`src/rtl/xinv_pkg.sv`:
```
// Shared types for the multi-mode inversion link encoder.
// Assumes: mode bit 1 selects odd-bit complement and bit 0 selects
// even-bit complement, so full inversion is both bits set.
package xinv_pkg;

    typedef enum logic [1:0] {
        MODE_NONE = 2'b00,
        MODE_EVEN = 2'b01,
        MODE_ODD  = 2'b10,
        MODE_FULL = 2'b11
    } xinv_mode_e;

endpackage

```
`src/rtl/xinv_pair_bank.sv`:
```
// Per-pair transition detectors. For each adjacent pair (i, i+1) this
// module compares the reference word with the new word and raises four
// flags: ty (odd mask helps or stays neutral), te (even mask likewise),
// t2 (opposite-direction toggle), t4xx (idle pair that a full complement
// would turn into an opposite toggle).
// Assumes W >= 2; pair i owns bits i and i+1.
module xinv_pair_bank #(
    parameter int W = 8,
    localparam int NP = W - 1
) (
    input  logic [W-1:0]  ref_word,
    input  logic [W-1:0]  new_word,
    output logic [NP-1:0] ty_v,
    output logic [NP-1:0] te_v,
    output logic [NP-1:0] t2_v,
    output logic [NP-1:0] t4xx_v
);

    for (genvar i = 0; i < NP; i++) begin : g_pair
        logic tog_lo, tog_hi, ref_diff;
        logic is_t1, is_t2, is_t4;
        logic odd_to_t2, even_to_t2;

        // classify the pair transition
        always_comb begin
            tog_lo   = ref_word[i] ^ new_word[i];
            tog_hi   = ref_word[i+1] ^ new_word[i+1];
            ref_diff = ref_word[i] ^ ref_word[i+1];
            is_t1    = tog_lo ^ tog_hi;
            is_t2    = tog_lo & tog_hi & ref_diff;
            is_t4    = ~tog_lo & ~tog_hi;
        end

        // a single-line toggle becomes an opposite toggle when the mask
        // hits the idle line and the lines started out different
        if ((i % 2) == 0) begin : g_even_lo
            // low line is even, high line is odd
            always_comb begin
                odd_to_t2  = is_t1 & ref_diff & tog_lo;
                even_to_t2 = is_t1 & ref_diff & tog_hi;
            end
        end else begin : g_odd_lo
            // low line is odd, high line is even
            always_comb begin
                odd_to_t2  = is_t1 & ref_diff & tog_hi;
                even_to_t2 = is_t1 & ref_diff & tog_lo;
            end
        end

        // drive the four flag vectors
        always_comb begin
            ty_v[i]   = is_t2 | (is_t1 & ~odd_to_t2);
            te_v[i]   = is_t2 | (is_t1 & ~even_to_t2);
            t2_v[i]   = is_t2;
            t4xx_v[i] = is_t4 & ref_diff;
        end
    end

endmodule

```
`src/rtl/xinv_ones.sv`:
```
// Ones counter: returns the number of set bits of a flag vector.
// Assumes CW bits can hold N (caller sizes CW = clog2(N+1) or more).
module xinv_ones #(
    parameter int N  = 7,
    parameter int CW = 3
) (
    input  logic [N-1:0]  flags,
    output logic [CW-1:0] count
);

    // accumulate set bits
    always_comb begin
        count = '0;
        for (int k = 0; k < N; k++) begin
            count = count + CW'(flags[k]);
        end
    end

endmodule

```
`src/rtl/xinv_mode_pick.sv`:
```
// Decision stage: evaluates the full, even and odd inequality sets on
// the four pair counts and returns the mode. Priority is full, then
// even, then odd; none when no set holds.
// Assumes counts are unsigned and NP = number of pairs.
module xinv_mode_pick
    import xinv_pkg::*;
#(
    parameter int NP = 7,
    parameter int CW = 3
) (
    input  logic [CW-1:0] cnt_ty,
    input  logic [CW-1:0] cnt_te,
    input  logic [CW-1:0] cnt_t2,
    input  logic [CW-1:0] cnt_t4xx,
    output xinv_mode_e    mode
);

    int ty_s, te_s, t2_s, t4_s, diff2;
    logic full_ok, even_ok, odd_ok;

    // widen counts to signed integers
    always_comb begin
        ty_s  = int'(cnt_ty);
        te_s  = int'(cnt_te);
        t2_s  = int'(cnt_t2);
        t4_s  = int'(cnt_t4xx);
        diff2 = 2 * (t2_s - t4_s);
    end

    // the three inequality sets
    always_comb begin
        full_ok = (diff2 > 2 * ty_s - NP) && (t2_s > t4_s) &&
                  (diff2 > 2 * te_s - NP);
        even_ok = (2 * te_s > NP) && (te_s > ty_s) &&
                  (diff2 < 2 * te_s - NP);
        odd_ok  = (diff2 < 2 * ty_s - NP) && (2 * ty_s > NP) &&
                  (te_s < ty_s);
    end

    // priority resolve
    always_comb begin
        if (full_ok)      mode = MODE_FULL;
        else if (even_ok) mode = MODE_EVEN;
        else if (odd_ok)  mode = MODE_ODD;
        else              mode = MODE_NONE;
    end

endmodule

```
`src/rtl/xinv_mask_apply.sv`:
```
// Applies a mode mask: mode bit 1 complements odd-indexed bits, mode
// bit 0 complements even-indexed bits. Being an XOR, it serves both
// encode and decode.
module xinv_mask_apply #(
    parameter int W = 8
) (
    input  logic [W-1:0] din,
    input  logic [1:0]   mode,
    output logic [W-1:0] dout
);

    for (genvar b = 0; b < W; b++) begin : g_bit
        // pick the mode bit that governs this lane
        if ((b % 2) == 1) begin : g_odd
            assign dout[b] = din[b] ^ mode[1];
        end else begin : g_even
            assign dout[b] = din[b] ^ mode[0];
        end
    end

endmodule

```
`src/rtl/xinv_link_codec.sv`:
```
// Multi-mode inversion link encoder with its matching decoder.
// The encoder compares each body flit with the word last driven on the
// link, chooses none/odd/even/full inversion, and registers the encoded
// word with its 2-bit mode. Headers pass with mode 00. The decoder is a
// combinational mask on the rx port pair.
// Assumes W >= 2; synchronous active-low reset.
module xinv_link_codec
    import xinv_pkg::*;
#(
    parameter int W = 8
) (
    input  logic         clk,
    input  logic         rst_n,
    input  logic         in_valid,
    input  logic         in_head,
    input  logic [W-1:0] in_data,
    output logic         link_valid,
    output logic         link_head,
    output logic [1:0]   link_mode,
    output logic [W-1:0] link_data,
    input  logic [1:0]   rx_mode,
    input  logic [W-1:0] rx_data,
    output logic [W-1:0] rx_out
);

    localparam int NP = W - 1;
    localparam int CW = $clog2(W);

    logic [NP-1:0] ty_v, te_v, t2_v, t4xx_v;
    logic [CW-1:0] cnt_ty, cnt_te, cnt_t2, cnt_t4xx;
    xinv_mode_e    picked;
    logic [1:0]    use_mode;
    logic [W-1:0]  enc_word;

    xinv_pair_bank #(.W(W)) u_pairs (
        .ref_word (link_data),
        .new_word (in_data),
        .ty_v     (ty_v),
        .te_v     (te_v),
        .t2_v     (t2_v),
        .t4xx_v   (t4xx_v)
    );

    xinv_ones #(.N(NP), .CW(CW)) u_cnt_ty   (.flags(ty_v),   .count(cnt_ty));
    xinv_ones #(.N(NP), .CW(CW)) u_cnt_te   (.flags(te_v),   .count(cnt_te));
    xinv_ones #(.N(NP), .CW(CW)) u_cnt_t2   (.flags(t2_v),   .count(cnt_t2));
    xinv_ones #(.N(NP), .CW(CW)) u_cnt_t4xx (.flags(t4xx_v), .count(cnt_t4xx));

    xinv_mode_pick #(.NP(NP), .CW(CW)) u_pick (
        .cnt_ty   (cnt_ty),
        .cnt_te   (cnt_te),
        .cnt_t2   (cnt_t2),
        .cnt_t4xx (cnt_t4xx),
        .mode     (picked)
    );

    // headers bypass the decision
    always_comb begin
        use_mode = in_head ? 2'b00 : picked;
    end

    xinv_mask_apply #(.W(W)) u_enc (
        .din  (in_data),
        .mode (use_mode),
        .dout (enc_word)
    );

    // link register; also holds the reference word
    always_ff @(posedge clk) begin
        if (!rst_n) begin
            link_valid <= 1'b0;
            link_head  <= 1'b0;
            link_mode  <= 2'b00;
            link_data  <= '0;
        end else begin
            link_valid <= in_valid;
            if (in_valid) begin
                link_head <= in_head;
                link_mode <= use_mode;
                link_data <= enc_word;
            end
        end
    end

    xinv_mask_apply #(.W(W)) u_dec (
        .din  (rx_data),
        .mode (rx_mode),
        .dout (rx_out)
    );

endmodule

```
`config.mk`:
```
export PLATFORM = sky130hd
export DESIGN_NAME = xinv_link_codec
export DESIGN_NICKNAME = d
export VERILOG_FILES = /design/src/rtl/xinv_pkg.sv /design/src/rtl/xinv_pair_bank.sv /design/src/rtl/xinv_ones.sv /design/src/rtl/xinv_mode_pick.sv /design/src/rtl/xinv_mask_apply.sv /design/src/rtl/xinv_link_codec.sv
export SDC_FILE = /design/constraint.sdc
export NUM_CORES = 1
export LEC_CHECK = 0
export ABC_AREA = 1
export BUFFER_PORTS_ARGS = -buffer_cell sky130_fd_sc_hd__buf_4
export CAP_MARGIN = 40
export CORE_ASPECT_RATIO = 1.5
export CORE_MARGIN = 2
export CORE_UTILIZATION = 35
export CTS_BUF_LIST = sky130_fd_sc_hd__clkbuf_16
export CTS_CLUSTER_SIZE = 40
export DETAILED_ROUTE_END_ITERATION = 7
export PLACE_DENSITY = 0.67
export SLEW_MARGIN = 20
export SYNTH_ARGS = -nofsm -noshare
export SYNTH_HDL_FRONTEND = slang
export SYNTH_SLANG_ARGS = --single-unit
```
`constraint.sdc`:
```
create_clock -name clk -period 8.09 [get_ports clk]
set_input_delay 0.4045 -clock clk [delete_from_list [all_inputs] [get_ports clk]]
set_output_delay 0.4045 -clock clk [all_outputs]
set_load 0.01 [all_outputs]
```
# Word-level counts from Yosys, hierarchy flattened

Index checks and enable logic that the tools add are counted.

Add/sub/neg operators: 27
Mux-type cells: 4
Reductions and logical operators: 6
Bitwise logic cells: 137
$lt $le $gt $ge: 9

Operators by type and width:

| cell                                                                            | count |
|---|---|
| 32-bit greater-than comparator                                                  | 2 |
| 32-bit less-than comparator                                                     | 2 |
| 1-bit AND                                                                       | 63 |
| 3-bit by 1-bit adder with 3-bit output                                          | 20 |
| 1-bit XOR                                                                       | 38 |
| 1-bit inverter                                                                  | 22 |
| 1-bit bitwise OR                                                                | 14 |
| 4-bit by 3-bit subtractor with 5-bit output, second input constant              | 2 |
| 1-bit by 1-bit adder with 2-bit output                                          | 4 |
| 4-bit by 3-bit greater-than comparator with 1-bit output, second input constant | 2 |
| 2-bit 2-to-1 mux                                                                | 4 |
| 3-bit greater-than comparator                                                   | 2 |
| 1-bit logical AND                                                               | 6 |
| 3-bit by 3-bit subtractor with 4-bit output                                     | 1 |
| 3-bit less-than comparator                                                      | 1 |

Register bits after elaboration: 12
Bits of input ports: 22
Logic and storage cells: 187
Output and inout port bits: 20

# Longest topological paths before layout

Gate-level depths: netlist of the first run.

Word-level depth: 22
Gate-level depth with buffers: 32
Mapped depth without buffers: 32

# By module

From an unflattened synthesis of the first run, not the netlist that was laid out.

Cell total of the unflattened synthesis: 386
Area total of the unflattened synthesis: 2,316.0 um2

By module, submodules not included:

| module          | area each (um2) | sequential area each (um2) | times used | cells each |
|---|---|---|---|---|
| xinv_pair_bank  | 797.0           | 0.0                        | 1          | 155 |
| xinv_ones       | 110.1           | 0.0                        | 4          | 12 |
| xinv_link_codec | 424.2           | 240.2                      | 1          | 55 |
| xinv_mode_pick  | 399.1           | 0.0                        | 1          | 60 |
| xinv_mask_apply | 127.6           | 0.0                        | 2          | 34 |

# Worst setup path after synthesis of the first run

OpenSTA, ideal clock, no wires.

Path kind: register to register
Start point: reg link_data[1]
End point: reg link_data[5]
Path buffers: 0
Setup slack: 2,970 ps
Arrival: 5,011 ps
Required time: 7,981 ps
Clock period less this slack: 5,120 ps
Setup time: 109 ps
Cell stages (with the launch flop): 30
Cell sequence: dfxtp_1 > xnor2_1 > inv_2 > ha_1 > inv_1 > nor2_1 > ha_1 > inv_1 > fa_1 > fa_1 > inv_1 > ha_1 > inv_1 > fa_1 > fa_1 > fa_1 > inv_1 > ha_1 > nand2_1 > inv_1 > nor2_1 > nand3_2 > nand2_2 > nand2_1 > nand2_4 > nand2_4 > nand2_1 > nand3_1 > nand2_1 > inv_1

Longest elaborated chain between the ends: 22
Elaborated cells between the ends (all ways): 79
Classes of those cells: add/sub: 27; order compare: 9; mux: 4; bitwise: 33; reduce/logical: 6

Ends and longest elaborated chain:

| item                                                | RTL line                                   | text |
|---|---|---|
| start: declaration                                  | xinv_link_codec.sv:20                      | `output logic [W-1:0] link_data,` |
| start signal: assignment                            | xinv_link_codec.sv:80                      | `link_data <= enc_word;` |
| 1-bit XOR                                           | xinv_pair_bank.sv:26, xinv_pair_bank.sv:27 |  |
| 1-bit XOR                                           | xinv_pair_bank.sv:29                       | `is_t1 = tog_lo ^ tog_hi;` |
| 1-bit AND, on equally long branches                 | --                                         |  |
| 1-bit AND, on equally long branches                 | xinv_pair_bank.sv:39, xinv_pair_bank.sv:45 |  |
| 1-bit inverter                                      | xinv_pair_bank.sv:52                       | `ty_v[i] = is_t2 \| (is_t1 & ~odd_to_t2);` |
| 1-bit AND                                           | xinv_pair_bank.sv:52                       |  |
| 1-bit bitwise OR                                    | xinv_pair_bank.sv:52                       |  |
| 1-bit by 1-bit adder with 2-bit output              | xinv_ones.sv:15                            | `count = count + CW'(flags[k]);` |
| 3-bit by 1-bit adder with 3-bit output (5 in a row) | xinv_ones.sv:15                            |  |
| 4-bit by 3-bit subtractor with 5-bit output         | xinv_mode_pick.sv:32, xinv_mode_pick.sv:36 |  |
| 32-bit less-than comparator                         | xinv_mode_pick.sv:36                       | `odd_ok = (diff2 < 2 * ty_s - NP) && (2 * ty_s > NP) &&` |
| 1-bit logical AND (2 in a row)                      | xinv_mode_pick.sv:36                       |  |
| 2-bit 2-to-1 mux                                    | xinv_mode_pick.sv:44                       | `else if (odd_ok) mode = MODE_ODD;` |
| 2-bit 2-to-1 mux                                    | xinv_mode_pick.sv:43                       | `else if (even_ok) mode = MODE_EVEN;` |
| 2-bit 2-to-1 mux (*)                                | xinv_mode_pick.sv:42                       | `if (full_ok) mode = MODE_FULL;` |
| 2-bit 2-to-1 mux (*)                                | xinv_link_codec.sv:59                      | `use_mode = in_head ? 2'b00 : picked;` |
| 1-bit XOR (*)                                       | xinv_mask_apply.sv:15                      | `assign dout[b] = din[b] ^ mode[1];` |

Every way passes the cells marked *; elsewhere a longest branch is shown, timed or not.
A chain may end at the register's enable or synchronous reset.

# Worst setup path after layout of the first run

Ends and elaborated chain as after synthesis.

==> results of run 1 <==
metal layers:
metal  vias to the layer above  wire, µm  share of wire [%]
met5                         -         0                  0
met4                         0        54                1.1
met3                         5       181                3.8
met2                        47      2820                 60
met1                       862      1670                 35
li1                        994         -                  -
logic make-up (layout without fill, tap and decap cells):
group / Yosys count / in the layout / synth area share (%)
AOI/OAI and AO/OA: 25 / 25 / 6.51
adders and majority gates: 49 / 49 / 33.0
and+or+nand+nor: 110 / 110 / 24.5
buffers and inverters: 71 / 113 / 13.3
DFF: 12 / 12 / 11.1
xor gates and xnor gates: 27 / 27 / 11.6
cells in the final DEF (no fill, tap or decap), drive strengths merged, types with 10 or more instances in the layout:
cell type	netlist	routed
inv	66	66
nand2	62	62
buf	2	41
ha	35	35
nor2	20	20
nand3	19	19
o21ai	18	18
xnor2	17	17
fa	14	14
dfxtp	12	12
xor2	10	10
through the flow:
stage / setup slack, ps / area, µm²
global placement: 2650 / 2540
detailed placement: 2520 / 2540
finish: 2670 / 2620
CTS: 2620 / 2620
floorplan: 2970 / 2170
global route: 2270 / 2620
worst max-delay path: cells and delay by family, from the launching register on:
family                   cells  cell delay, ps
AND/OR/NAND/NOR             11             900
adder cells (fa/ha/maj)      9            3280
buffers and inverters        8             430
flip-flops                   1             370
XOR/XNOR                     1             360
state kept, by name, summed over array words and instances (netlist names):
name	count
link_mode	2
link_valid	1
link_data	8
link_head	1
worst max-delay path by stage:
| stage | end | cells after the start |
|---|---|---|
| after detailed placement | link_data[5]$_SDFFE_PN0P_ | 30 |
| after global placement | link_data[5]$_SDFFE_PN0P_ | 30 |
| after CTS | link_data[5]$_SDFFE_PN0P_ | 29 |
| after floorplan | link_data[5]$_SDFFE_PN0P_ | 29 |
| after global routing | link_data[5]$_SDFFE_PN0P_ | 30 |
| final | link_data[5]$_SDFFE_PN0P_ | 29 |
area by class of cell:
type	count	area, µm²
repair buffers	41	308
clock inverters	1	3.75
clock buffers	3	75.1
flip-flops and latches	12	240
multi-input cells	211	1640
well taps	74	92.6
inverters	68	256
fillers	630	3470
==> results summary, run 1 <==
The cell depth of the worst hold path is 3. The die is ~100 µm tall. The die width is a little under 70 µm.

The global router's overall resource usage is 15.2%. The capture point of the worst reg-to-reg path is link_data[5]$_SDFFE_PN0P_. TritonCTS built the clock tree. The register-to-register path setup slack is ~2700 ps. The count of cells along the worst register-to-register path is 29. In the final routed layout, each cell accounts on average for ~12 µm. In the synthesized netlist the dominant register cell turns out to be dfxtp_1. The commonest cells after synthesis are inv_1, nand2_1, ha_1. The post-CTS setup buffer count came out at 0. For this run, the slowest stage of the critical path takes just over 500 ps. The relative max-transition margin is ~72%. The die covers around 7000 µm². For this run, global-route usage on met2 was measured as around 33%.

The number of antenna diodes in the final layout is 0. CTS built an H-tree with a depth of 1. The top cell type by area accounts for between 20% and 30% of the synthesized area. After clock tree synthesis, the clock-pin slew on the worst setup and hold paths is 40 ps.

The half-perimeter wire length after detailed placement came out at 4.21 mm. The number of violations of the max-capacitance limit came out at 0. The total number of vias came out at ~1900. In this run the core area contains 35 standard-cell rows.

The global-route met3 utilization came out at 0.670%. The number of enable flip-flop cells after synthesis came out at 0. The quantity of gates resized following cts came out at 0. The most frequent cell after synthesis is inv_1. The number of cells produced by synthesis came out at between 200 and 300. Ranked by total cell area, the synthesized netlist is headed by ha_1, fa_1, dfxtp_1. Summing every instance area after synthesis gives between 2000 and 2500 µm².

The sequential area share after synthesis came out at 11.1%. Among the stages of the critical path, the cell type that occurs most often is inv_1. The number of top-level pins came out at 42. The final worst hold slack is about 440 ps. The type of the tightest min-delay check is input port to flip-flop.

The path with the worst hold slack has its endpoint at link_valid$_SDFF_PN0_. The critical path launch point type is a flip-flop. The post-detailed-route via-to-cell ratio came out at ~4.7.

The detailed router's first-iteration violation count came out at 22. The number of port buffers came out at 41. The critical path data arrival time came out at ~5600 ps. Tracing the worst setup path back leads to its startpoint at link_data[1]$_SDFFE_PN0P_. In this run the clock root is driven by a clkbuf_16. In this run the mean area of a mapped cell was around 7.4 µm². The slowest stage of the critical path belongs to the cell fa_1. After the last flow step, the layout net total stands at approximately 400. The total CTS buffers is 3. The final critical path takes up 67.0% of the cycle. The clock drives 12 sinks.

At the end of routability-driven placement, the weighted congestion stood at between 0.9 and 1. The share of post-route cells with drive strength above 1 is ~20%. Summed over all layers, the routed wires come to between 4 and 5 mm.

Excluding fillers, the count of instances in the completed layout stands at approximately 400. The count of hold buffers inserted by post-cts repair came out at 0. The largest net degree at the start of global routing is 19.

The setup violation total in the final timing report is 0. The async set-reset flop share out of synthesis came out at 0%. During synthesis, Yosys emitted a total of 0 warnings.

The number of failing hold endpoints at the final stage is 0. The final critical-path required period is 5420 ps. The setup path with the least slack is of type flip-flop to flip-flop. The post-route clock skew is between 0.5 and 0.6 ps. The core box area is roughly 6000 µm². After detailed routing, the number of remaining DRC violations is 0. The critical register-to-register path startpoint is link_data[1]$_SDFFE_PN0P_. The via count of the first global-routing pass came out at between 1500 and 2000. The initial core utilization came out at a little over a third.

The fraction of met1 tracks used by global routing came out at 14.2%. Synthesis instantiated 33 different standard cells from the library. Summed over all layers, the global routing overflow is 0. The area added between synthesis and finish is 20.6%.

Cells fill between 40 and 50% of the core in the end. The placed instance count is roughly 410. Setup repair after global routing left no endpoint under its margin. The setup total negative slack came out at 0 ps. The synthesized design spends more area on one cell type than any other, namely ha_1. The number of detailed-route iterations in the first pass came out at 4. The slew at the pin closest to its max-slew limit is ~420 ps. The top achievable clock speed is ~180 MHz.

The initial antenna violation count is 0. The post-synthesis register bit count is 12. The run finished with clean final reports. The worst setup path is captured at a flip-flop. The final count of pins violating max slew came out at 0. The number of buffers on the longest clock path came out at 2. The total nets after synthesis is 365. The worst-skew pair later-pin latency is around 240 ps. The peak fanout along the critical path is 5. The hold path startpoint is rst_n. The required time at the worst-slack endpoint came out at about 8000 ps.

The global-route wire length before repair is approximately 8.0 mm. The layer flagged by global routing as most heavily used is met2. The number of antenna-violating nets in the routed design came out at 0.
Power of run 1 is not shown: default switching activity piles up to over one toggle a cycle in this logic, so the estimate is an artifact.
==> inputs of run 2 (changes only) <==
Settings changed: PLACE_DENSITY 0.67 to 0.69.
Clock period 8.09 ns to 4.5 ns, I/O delays scaled along.
==> run 2 against run 1 <==
  * Sequential share of layout area fell by 1.2 points
  * Clock skew rose by 1.2 ps
  * Setup slack got worse by 3200 ps
  * Die area did not move
  * Largest cell class unchanged
  * The run now ends with negative setup slack left
  * Via count rose by 9.5%
  * Non-clock buffer count rose by 40
  * Utilization rose by 8.4 points
==> results summary, run 2 (synthesized netlist as in run 1, its figures left out) <==
The final core area utilization is 51.4%. The final critical-path required period is about 5100 ps. The worst setup path is launched from a flip-flop. The floorplan step set the die width to roughly 68 µm. In the layout the commonest cells are buf_4, inv_1, nand2_1. The largest net degree at the start of global routing is 19. The tool flagged a number of max-cap violations equal to 0. The setup slack after layout is -583 ps. Summed over all layers, the global routing overflow is 0. The post-route netlist has between 30% and 40% of its cells at a drive strength greater than 1. The total number of clock tree sinks came out at 12. The core box area is around 6000 µm². The count of hold buffers inserted by post-cts repair is 0. The number of failing hold endpoints at the final stage was 0. The weighted congestion at the end of routability-driven global placement is between 0.9 and 1. The total die area came out at slightly below 7000 µm². Leaving out fill and tap cells, the most frequent cell in the layout is buf_4. The number of antenna-violating nets in the routed design came out at 0. The type of the tightest min-delay check is input port to flip-flop. The first global-routing pass estimated between 8 and 9 mm of wire. The layout filler cell count is slightly below 600.

The number of port buffers came out at slightly above 40. The combined buffer and inverter count along the critical path is 8. The global router's overall resource usage is 16.1%.

From synthesis to final layout, the design area changed by 44.0%. The most frequent cell on the critical path is inv_2. The register with the most flip-flops in the final layout is link_data. In this run the core area contains 35 standard-cell rows. Setup violations remaining at the end of the flow were counted as 10. The number of cells in the finished layout apart from fillers came out at between 400 and 500. The total number of cells along the worst setup path came out at 30. The flow ran to the end, but the final reports show violations. The setup total negative slack came out at -5380 ps. The slowest stage of the critical path belongs to the cell fa_1. The number of top-level pins is 42. The number of detailed-route iterations in the first pass is 4.

In this run the worst path has a maximum fanout of 5. The final reports fail on negative setup slack. The critical path data arrival time is approximately 5200 ps. For met3 alone, demand over resource in global routing was less than 1%. The final count of pins violating max slew came out at 0. The count of cells along the worst register-to-register path came out at 30. The half-perimeter wire length after detailed placement came out at about 4.6 mm. The number of levels in the clock H-tree came out at 1.

The initial antenna violation count came out at 0. The number of buffers on the longest clock path came out at 2. The post-route clock skew is roughly 1.8 ps. The post-detailed-route via-to-cell ratio is 4.64. The DRC violation count after routing came out at 0.

The detailed router's first-iteration violation count came out at 23. The cell sitting at the root of the clock tree is a clkbuf_16. The diode insertion count for antenna repair is 0.

The number of placed instances, taps included, is ~450. The clock edge transition at the registers on the reported setup and hold paths is about 50 ps. The cell type group with the largest total delay on the critical path is adder cells. TritonCTS built the clock tree.

The cell depth of the worst hold path is 3. The minimum setup slack after placement is -612 ps. The via count of the first global-routing pass came to 2036.

Clock latency on the worst-skew pair, taken at its later pin, is roughly 240 ps. After global routing, the most crowded layer is met2. By startpoint and endpoint, the worst setup path is classified as flip-flop to flip-flop. Clock tree synthesis inserted a total of 3 buffers. The slew at the pin closest to its max-slew limit came out at roughly 450 ps. The met2 global-route usage is 34.4%. Setup repair after global routing could not meet its margin everywhere. The vertical die dimension came out at between 100 and 150 µm. The final net count came out at approximately 450.

The number of flip-flops under the largest register name came out at 8. Of the available clock period, the critical path in the final layout requires 113%. In the final layout, the registers with the most flip-flops are link_data x8, link_mode x2. The worst stage delay on the critical path is 530 ps.

For this run, the top clock speed supported by timing is between 150 and 200 MHz. The total number of vias came out at around 2100. The endpoint type of the worst setup path is a flip-flop.

The aggregate routed wire length came out at roughly 5.3 mm. The fraction of met1 tracks used by global routing came out at roughly 15%. The required time at the worst-slack endpoint is 4640 ps.

The relative max-transition margin is 70.1%. The routed wirelength normalized by instance count is roughly 12 µm. The initial core utilization is between 30% and 40%.
-- run 2: worst paths after layout --
kind	from	end	slack, ps
worst min register to register	link_mode[1]$_SDFFE_PN0P_	link_mode[1]$_SDFFE_PN0P_	480
worst max register to register	link_data[1]$_SDFFE_PN0P_	link_data[7]$_SDFFE_PN0P_	-580
worst max-delay path	link_data[1]$_SDFFE_PN0P_	link_data[7]$_SDFFE_PN0P_	-580
worst min-delay path	rst_n	link_valid$_SDFF_PN0_	250
-- run 2: stage by stage --
| step | cell area [µm²] | hold slack (ps) |
|---|---|---|
| after floorplan | 2260 | 360 |
| after global placement | 2920 | 465 |
| after detailed placement | 2920 | 476 |
| after CTS | 3010 | 259 |
| after global routing | 3130 | 288 |
| final | 3130 | 252 |
-- run 2: repair_timing --
| action | CTS | global route |
|---|---|---|
| setup endpoints to repair | 10 | 10 |
| endpoints found under the hold margin | 0 | 0 |
| buffers inserted | 0 | 1 |
| resized for setup | 1 | 23 |
| pin swaps | 1 | 3 |
-- run 2: layer usage --
layer / part of all wire [%] / routed length (µm) / up-vias
met5: 0 / 0 / -
met4: 2.8 / 149 / 0
met3: 2.8 / 147 / 9
met2: 60 / 3170 / 50
met1: 34 / 1790 / 964
li1: - / - / 1067
-- run 2: layout make-up --
class	instances	area, µm²	share of cell area, %
Inverter	68	260	8.32
Multi-Input combinational cell	211	1830	58.4
Sequential cell	12	249	7.96
Clock buffer	3	75.1	2.40
Tap cell	74	92.6	2.96
Timing Repair Buffer	81	621	19.8
Clock inverter	1	3.75	0.120
-- run 2: worst min-delay path, stage by stage --
cell and delay, ps:
buf_4 100, nand2_1 80, inv_1 60
Power of run 2 is left out for the same reason.
